<file path="config.mk">
export PLATFORM = sky130hd
export DESIGN_NAME = wb_window_decoder
export DESIGN_NICKNAME = d
export VERILOG_FILES = /design/src/rtl/wbdec_pkg.sv /design/src/rtl/wbdec_match.sv /design/src/rtl/wbdec_lane.sv /design/src/rtl/wbdec_resp.sv /design/src/rtl/wb_window_decoder.sv
export SDC_FILE = /design/constraint.sdc
export NUM_CORES = 1
export LEC_CHECK = 0
export ABC_AREA = 0
export BUFFER_PORTS_ARGS = -buffer_cell sky130_fd_sc_hd__buf_2
export CAP_MARGIN = 20
export CORE_AREA = 2 2 139 141
export CTS_CLUSTER_DIAMETER = 120
export CTS_CLUSTER_SIZE = 20
export DETAILED_ROUTE_END_ITERATION = 12
export DIE_AREA = 0 0 141 143
export PLACE_DENSITY = 0.39
export SLEW_MARGIN = 10
export SYNTH_ARGS = -nofsm -noshare
export SYNTH_HDL_FRONTEND = slang
export SYNTH_SLANG_ARGS = --single-unit
</file>
<file path="constraint.sdc">
create_clock -name clk -period 1.4 [get_ports clk]
set_clock_uncertainty 0.2 [all_clocks]
set_input_delay 0.07 -clock clk [delete_from_list [all_inputs] [get_ports clk]]
set_output_delay 0.07 -clock clk [all_outputs]
set_load 0.02 [all_outputs]
</file>
<file path="src/rtl/wbdec_pkg.sv">
package wbdec_pkg;
  localparam int LOG2_W = 5;

  // True when adr falls in the power-of-two window starting at base.
  function automatic logic in_window(logic [31:0] adr, logic [31:0] base,
                                     logic [LOG2_W-1:0] lg);
    logic [31:0] diff;
    diff = (adr ^ base) >> lg;
    return diff == 32'd0;
  endfunction
endpackage

</file>
<file path="src/rtl/wbdec_match.sv">
module wbdec_match
  import wbdec_pkg::*;
#(
  parameter int N_SUB = 3,
  parameter int AW = 16,
  parameter logic [N_SUB*AW-1:0] WIN_BASE = '0,
  parameter logic [N_SUB*LOG2_W-1:0] WIN_LOG2 = '0
) (
  input  logic              clk,
  input  logic              rst,
  input  logic [AW-1:0]     adr,
  output logic [N_SUB-1:0]  hit,
  output logic [N_SUB*AW-1:0] offset
);
  localparam int PAD = 32 - AW;

  for (genvar i = 0; i < N_SUB; i++) begin : g_win
    localparam logic [LOG2_W-1:0] LG = WIN_LOG2[i*LOG2_W +: LOG2_W];
    localparam logic [AW-1:0] BASE = WIN_BASE[i*AW +: AW];
    localparam logic [31:0] MASK32 = (32'd1 << LG) - 32'd1;
    localparam logic [AW-1:0] MASK = MASK32[AW-1:0];

    assign hit[i] = in_window({{PAD{1'b0}}, adr}, {{PAD{1'b0}}, BASE}, LG);
    assign offset[i*AW +: AW] = adr & MASK;
  end

  AST_HIT_ONEHOT: assert property (@(posedge clk) disable iff (rst)
    $onehot0(hit));
endmodule

</file>
<file path="src/rtl/wbdec_lane.sv">
module wbdec_lane #(
  parameter int AW = 16,
  parameter int DW = 32,
  parameter int GRAN = 8,
  parameter int NARROW_W = 8,
  parameter bit SPARSE = 1'b0
) (
  input  logic            hit,
  input  logic            t_cyc,
  input  logic            t_stb,
  input  logic            t_we,
  input  logic [AW-1:0]   offset,
  input  logic [DW-1:0]   t_dat_w,
  input  logic [DW/GRAN-1:0] t_sel,
  output logic [AW-1:0]   s_adr,
  output logic [DW-1:0]   s_dat_w,
  output logic [DW/GRAN-1:0] s_sel,
  output logic            s_cyc,
  output logic            s_stb,
  output logic            s_we,
  input  logic [DW-1:0]   s_dat_r,
  output logic [DW-1:0]   lane_r
);
  localparam int SW = DW / GRAN;
  localparam int NSW = NARROW_W / GRAN;

  assign s_cyc = t_cyc & hit;
  assign s_stb = t_cyc & t_stb & hit;
  assign s_we  = t_we;
  assign s_adr = offset;

  if (SPARSE) begin : g_narrow
    localparam logic [DW-1:0] DMASK = {{(DW-NARROW_W){1'b0}}, {NARROW_W{1'b1}}};
    localparam logic [SW-1:0] SMASK = {{(SW-NSW){1'b0}}, {NSW{1'b1}}};
    assign s_dat_w = t_dat_w & DMASK;
    assign s_sel   = t_sel & SMASK;
    assign lane_r  = s_dat_r & DMASK;
  end else begin : g_dense
    assign s_dat_w = t_dat_w;
    assign s_sel   = t_sel;
    assign lane_r  = s_dat_r;
  end
endmodule

</file>
<file path="src/rtl/wbdec_resp.sv">
module wbdec_resp #(
  parameter int N_SUB = 3,
  parameter int DW = 32,
  parameter bit HAS_ERR = 1'b1
) (
  input  logic              clk,
  input  logic              rst,
  input  logic              t_cyc,
  input  logic              t_stb,
  input  logic [N_SUB-1:0]  hit,
  input  logic [N_SUB-1:0]  s_ack,
  input  logic [N_SUB-1:0]  s_err,
  input  logic [N_SUB*DW-1:0] lane_r,
  output logic              miss,
  output logic              t_ack,
  output logic              t_err,
  output logic [DW-1:0]     t_dat_r
);
  logic req;
  logic miss_err_q;

  assign req  = t_cyc & t_stb;
  assign miss = ~|hit;

  always_comb begin
    t_dat_r = '0;
    for (int i = 0; i < N_SUB; i++) begin
      if (hit[i]) t_dat_r = t_dat_r | lane_r[i*DW +: DW];
    end
  end

  if (HAS_ERR) begin : g_err
    always_ff @(posedge clk) begin
      if (rst) miss_err_q <= 1'b0;
      else     miss_err_q <= req & miss & ~miss_err_q;
    end

    AST_MISS_ERR: assert property (@(posedge clk) disable iff (rst)
      (req && miss && !t_err) |=> t_err);
    AST_ERR_PULSE: assert property (@(posedge clk) disable iff (rst)
      (miss && t_err) |=> !t_err);
  end else begin : g_noerr
    assign miss_err_q = 1'b0;
  end

  assign t_ack = req & |(s_ack & hit);
  assign t_err = (req & |(s_err & hit)) | miss_err_q;

  AST_MISS_NO_ACK: assert property (@(posedge clk) disable iff (rst)
    miss |-> !t_ack);
endmodule

</file>
<file path="src/rtl/wb_window_decoder.sv">
module wb_window_decoder
  import wbdec_pkg::*;
#(
  parameter int N_SUB = 3,
  parameter int AW = 16,
  parameter int DW = 32,
  parameter int GRAN = 8,
  parameter int NARROW_W = 8,
  parameter bit HAS_ERR = 1'b1,
  parameter logic [N_SUB*AW-1:0] WIN_BASE = {16'h1000, 16'h0100, 16'h0000},
  parameter logic [N_SUB*LOG2_W-1:0] WIN_LOG2 = {5'd12, 5'd4, 5'd8},
  parameter logic [N_SUB-1:0] WIN_SPARSE = 3'b010
) (
  input  logic                      clk,
  input  logic                      rst,
  input  logic [AW-1:0]             t_adr,
  input  logic [DW-1:0]             t_dat_w,
  output logic [DW-1:0]             t_dat_r,
  input  logic [DW/GRAN-1:0]        t_sel,
  input  logic                      t_cyc,
  input  logic                      t_stb,
  input  logic                      t_we,
  output logic                      t_ack,
  output logic                      t_err,
  output logic [N_SUB*AW-1:0]       s_adr,
  output logic [N_SUB*DW-1:0]       s_dat_w,
  input  logic [N_SUB*DW-1:0]       s_dat_r,
  output logic [N_SUB*(DW/GRAN)-1:0] s_sel,
  output logic [N_SUB-1:0]          s_cyc,
  output logic [N_SUB-1:0]          s_stb,
  output logic [N_SUB-1:0]          s_we,
  input  logic [N_SUB-1:0]          s_ack,
  input  logic [N_SUB-1:0]          s_err
);
  localparam int SW = DW / GRAN;

  logic [N_SUB-1:0]    hit;
  logic [N_SUB*AW-1:0] offset;
  logic [N_SUB*DW-1:0] lane_r;
  logic                miss;

  wbdec_match #(
    .N_SUB(N_SUB), .AW(AW), .WIN_BASE(WIN_BASE), .WIN_LOG2(WIN_LOG2)
  ) match_i (
    .clk(clk), .rst(rst), .adr(t_adr), .hit(hit), .offset(offset)
  );

  for (genvar i = 0; i < N_SUB; i++) begin : g_lane
    wbdec_lane #(
      .AW(AW), .DW(DW), .GRAN(GRAN), .NARROW_W(NARROW_W),
      .SPARSE(WIN_SPARSE[i])
    ) lane_i (
      .hit(hit[i]),
      .t_cyc(t_cyc),
      .t_stb(t_stb),
      .t_we(t_we),
      .offset(offset[i*AW +: AW]),
      .t_dat_w(t_dat_w),
      .t_sel(t_sel),
      .s_adr(s_adr[i*AW +: AW]),
      .s_dat_w(s_dat_w[i*DW +: DW]),
      .s_sel(s_sel[i*SW +: SW]),
      .s_cyc(s_cyc[i]),
      .s_stb(s_stb[i]),
      .s_we(s_we[i]),
      .s_dat_r(s_dat_r[i*DW +: DW]),
      .lane_r(lane_r[i*DW +: DW])
    );
  end

  wbdec_resp #(
    .N_SUB(N_SUB), .DW(DW), .HAS_ERR(HAS_ERR)
  ) resp_i (
    .clk(clk), .rst(rst), .t_cyc(t_cyc), .t_stb(t_stb), .hit(hit),
    .s_ack(s_ack), .s_err(s_err), .lane_r(lane_r), .miss(miss),
    .t_ack(t_ack), .t_err(t_err), .t_dat_r(t_dat_r)
  );

  AST_CYC_EXCLUSIVE: assert property (@(posedge clk) disable iff (rst)
    $onehot0(s_cyc));
  AST_MISS_NO_CYC: assert property (@(posedge clk) disable iff (rst)
    miss |-> (s_cyc == '0));
  AST_IDLE_QUIET: assert property (@(posedge clk) disable iff (rst)
    !t_cyc |-> (s_stb == '0 && !t_ack));
endmodule

</file>
# After elaboration in Yosys (flattened, before gate mapping)
# Cells that the tools add are included.
# word_totals
regBits,1
out_inout_bits,199
inputBits,159
elab_cells,30
# classes
mux,3
n_reduce_logical,7
bitwise_logic,19
# ops
operator,count
32-bit logical NOT,3
32-bit 2-to-1 mux,3
32-bit bitwise OR,1
32-bit by 8-bit bitwise OR with 32-bit output,1
1-bit AND,11
3-bit OR reduction,3
3-bit AND,2
1-bit NOT,3
1-bit logical NOT,1
1-bit bitwise OR,1

# Logic depth before layout (Yosys ltp)
# logic_depth
word_depth,6
mapped_depth,6

# Hierarchy
# Synthesis repeated with hierarchy kept, for this count alone.
# hier_totals
hier_cells,402
hier_area_um2,3002.9
# by_module_without_submodules
mod,instances,area_per_inst_um2,cells_each
wbdec_lane (g_lane[0].lane_i ...),2,650.6,87
wbdec_lane (g_lane[1].lane_i),1,654.4,88
wbdec_resp,1,630.6,84
wbdec_match,1,416.6,56

# Worst setup path after synthesis
# OpenSTA, ideal clock, no wires.
# synth_timing
path_type,input to output
from,in t_adr[12]
to,out s_stb[0]
cell_stages,6
slack_ns,0.053
path_buffers,3
t_arrival_ns,1.077
cell_sequence,nor4_2 -> and3_1 -> buf_6 -> buf_6 -> and3_1 -> buf_4
# synth_via
elab_chain_cells,2
# synth_rtl
element,line_no,rtl
start: declaration,wb_window_decoder.sv:16,"input logic [AW-1:0] t_adr,"
32-bit logical NOT,wbdec_pkg.sv:9,return diff == 32'd0;
1-bit AND,wbdec_lane.sv:28,assign s_stb = t_cyc & t_stb & hit;
end: declaration,wb_window_decoder.sv:30,"output logic [N_SUB-1:0] s_stb,"
# Every way passes these cells.

# Final worst setup path
# layout_timing
from,in t_adr[12]
to,out t_dat_r[20]
# layout_via
elab_chain_cells,6
elab_cells_between_ends,9
classes_between,mux: 3; bitwise: 3; reduce/logical: 3
# layout_rtl
element,line_no,rtl
32-bit logical NOT,wbdec_pkg.sv:9,
32-bit 2-to-1 mux,wbdec_resp.sv:28,if (hit[i]) t_dat_r = t_dat_r | lane_r[i*DW +: DW];
32-bit by 8-bit bitwise OR with 32-bit output,wbdec_resp.sv:28,
32-bit 2-to-1 mux,wbdec_resp.sv:28,
32-bit bitwise OR,wbdec_resp.sv:28,
32-bit 2-to-1 mux *,wbdec_resp.sv:28,
end: declaration,wb_window_decoder.sv:18,"output logic [DW-1:0] t_dat_r,"
# Every way passes the cells marked *; elsewhere a longest branch is shown, timed or not.

==> flow_metrics.py <==
metrics = {
    "floorplan": {
        "die_w_um": 141,
        "dieArea_um2": 20200,
        "rows": 50,
        "pin_count": 358,
        "coreArea_um2": 18600,
        "initial_core_util_pct": 9.95,
        "die_y_um": 143,
    },
    "yosys": {
        "yosysTopAreaCellShare_pct": 67.8,
        "yosysUniqueCellTypes": 23,
        "avgSynthCellArea_um2": 7.77,
        "ys_top_cells_by_count": "buf_4 (167), a22o_1 (24), and2_1 (11)",
        "netlist_area_um2": 1850,
        "yosysMostFrequentCell": "buf_4",
        "yosys-top-cells-area": "buf_4 (68%), a22o_1 (11%), a221o_1 (4.3%)",
        "netlist_instances": 238,
        "async_flop_share_pct": 0,
        "ys.flop_type": "dfxtp_1",
        "yosysSeqAreaShare_pct": 1.08,
        "netlist.top_cell.by_area": "buf_4",
        "ys_ff_latch": 1,
        "yosys_warnings": 0,
        "synth-edff-count": 0,
    },
    "critical_path": {
        "worstSetupPathType": "input port to primary output",
        "reg2reg_setup_slack_ns": 0.40,
        "cp-start-kind": "input port",
        "endpoint_kind": "primary output",
        "required_ns": 1.13,
        "worstPathArrival_ns": 1.37,
        "path_max_fanout": 10,
    },
    "outcome": {
        "outcome": "finished, violations left",
        "failed_checks": "negative setup slack",
    },
    "placed_design": {
        "dp_hpwl_um": 6270,
        "portBuffers": 145,
        "place_area_um2": 1880,
        "place_congestion": 0.832,
        "dpl_worst_slack_ns": -0.498,
    },
    "global_route": {
        "grt_pass1_wl_um": 9710,
        "gr-total-overflow": 0,
        "grt_pass1_vias": 1677,
        "antenna_found_initial": 3,
        "grt_max_degree": 16,
        "grt_usage_pct": 6.46,
    },
    "drt": {
        "wirelength_um": 7970,
        "dr.first_iter.drc_count": 54,
        "drc": 0,
        "first_pass_iters": 4,
        "antenna_left": 0,
        "wl_per_cell_um": 14.1,
        "viasPerCell": 3.17,
        "num_vias": 1787,
    },
    "sta": {
        "grt_setup_unrepaired": "yes",
        "final-setup-viol-count": 41,
        "slew_headroom_pct": 54.8,
        "finalHoldViolations": 0,
        "period_needed_ns": 1.64,
        "worst_slew_pin_slew_ns": 0.675,
        "fin_ws_ns": -0.245,
        "fin_tns_setup_ns": -7.66,
        "fmax_ghz": 0.608,
        "drv_slew": 0,
        "timing.hold.ws_ns": 0.191,
        "period_share_pct": 117,
    },
    "power": {
        "p_leak_nw": 1.39,
        "ir_drop_mv": 0.103,
        "power.total_uw": 847,
        "power_density_nw_per_um2": 301,
    },
    "cells_and_area": {
        "drive_gt1_share_pct": 56.3,
        "top_register": "resp_i.miss_err_q",
        "design_area_um2": 2820,
        "reg_top3": "resp_i.miss_err_q x1",
        "num-nets-final": 488,
        "largest_register_ff_count": 1,
        "area_delta_synth_final_pct": 52.3,
    },
    "run": {
        "drv_cap": 0,
    },
    "hold_path": {
        "hold_class": "input port to primary output",
    },
    "clocking": {
        "clock_latency_ns": 0,
    },
}
## metrics by stage
stage / instances / utilization, %
3_5_place_dp: 508 / 10.1
6_report: 564 / 15.2
4_1_cts: 558 / 14.5
3_3_place_gp: 508 / 10.1
5_1_grt: 564 / 15.2
2_1_floorplan: 288 / -
## final timing paths
path,start,endpoint,cells past startpoint
worst max-delay path,t_adr[12],t_dat_r[20],7
worst min-delay path,t_adr[4],s_adr[36],2
worst max register to register,resp_i.miss_err_q,resp_i.miss_err_q,3
worst min register to register,resp_i.miss_err_q,resp_i.miss_err_q,3
## cells by family after synthesis
| family | share of synthesized area (%) |
|---|---|
| other | 0.203 |
| AO/OA/AOI/OAI | 17.9 |
| flip-flops | 1.08 |
| buffers and inverters | 71.3 |
| AND/OR/NAND/NOR | 9.54 |
## area by class of cell
type	instances	area, µm²
diodes	3	7.51
fillers	2145	15800
multi-input cells	113	776
well taps	234	293
inverters	1	3.75
flip-flops and latches	1	20.0
repair buffers	212	1720
## where the power goes
part           internal, mW   total [mW]  switching (mW)
Sequential           0.0303       0.0316         0.00129
Combinational         0.279        0.816           0.537
Clock           0.000000287  0.000000287               0
## critical path, cell delays in order
cell and delay, ns:
buf_8 0.10, nor4_4 0.36, and3_4 0.28, buf_12 0.14, buf_12 0.12, a22o_1 0.17, buf_6 0.13
## placed cells by master (no fill, tap or decap)
master	Yosys	routed
buf_2	1	100
conb_1	1	51
buf_6	5	42
dlygate4sd3_1	0	41
a22o_1	24	23
buf_4	167	20
and2_1	11	8
a221o_1	8	7
buf_12	0	5
diode_2	0	3
and2_4	0	3
nor4_4	0	2
and3_4	0	2
and3_1	4	2
a32oi_1	2	2
buf_8	0	2
inv_1	1	1
nor3_2	0	1
nor4b_4	1	1
nor2b_1	1	1
nor3_1	2	1
and4_4	0	1
a221o_2	0	1
nand4_1	1	1
o2bb2ai_1	1	1
a41oi_4	0	1
o21ai_1	0	1
a22o_4	0	1
nor2_1	1	1
nand3_1	1	1
buf_16	0	1
clkbuf_16	0	1
dfxtp_1	1	1
## routing by layer
layer	GRT usage, %	wire (µm)
met4	2.89	357
met3	1.14	892
met1	5.57	2280
met2	14.1	4450
met5	0	0
## what timing repair did
action / CTS / global route
gates resized for setup: 86 / 21
pin swaps: 20 / 18
endpoints found under the hold margin: 96 / 0
gates cloned: 2 / 1
hold buffers: 41 / 0
endpoints found under the setup margin: 40 / 41
buffers inserted: 8 / 4
(Power assumes the default switching activity.)
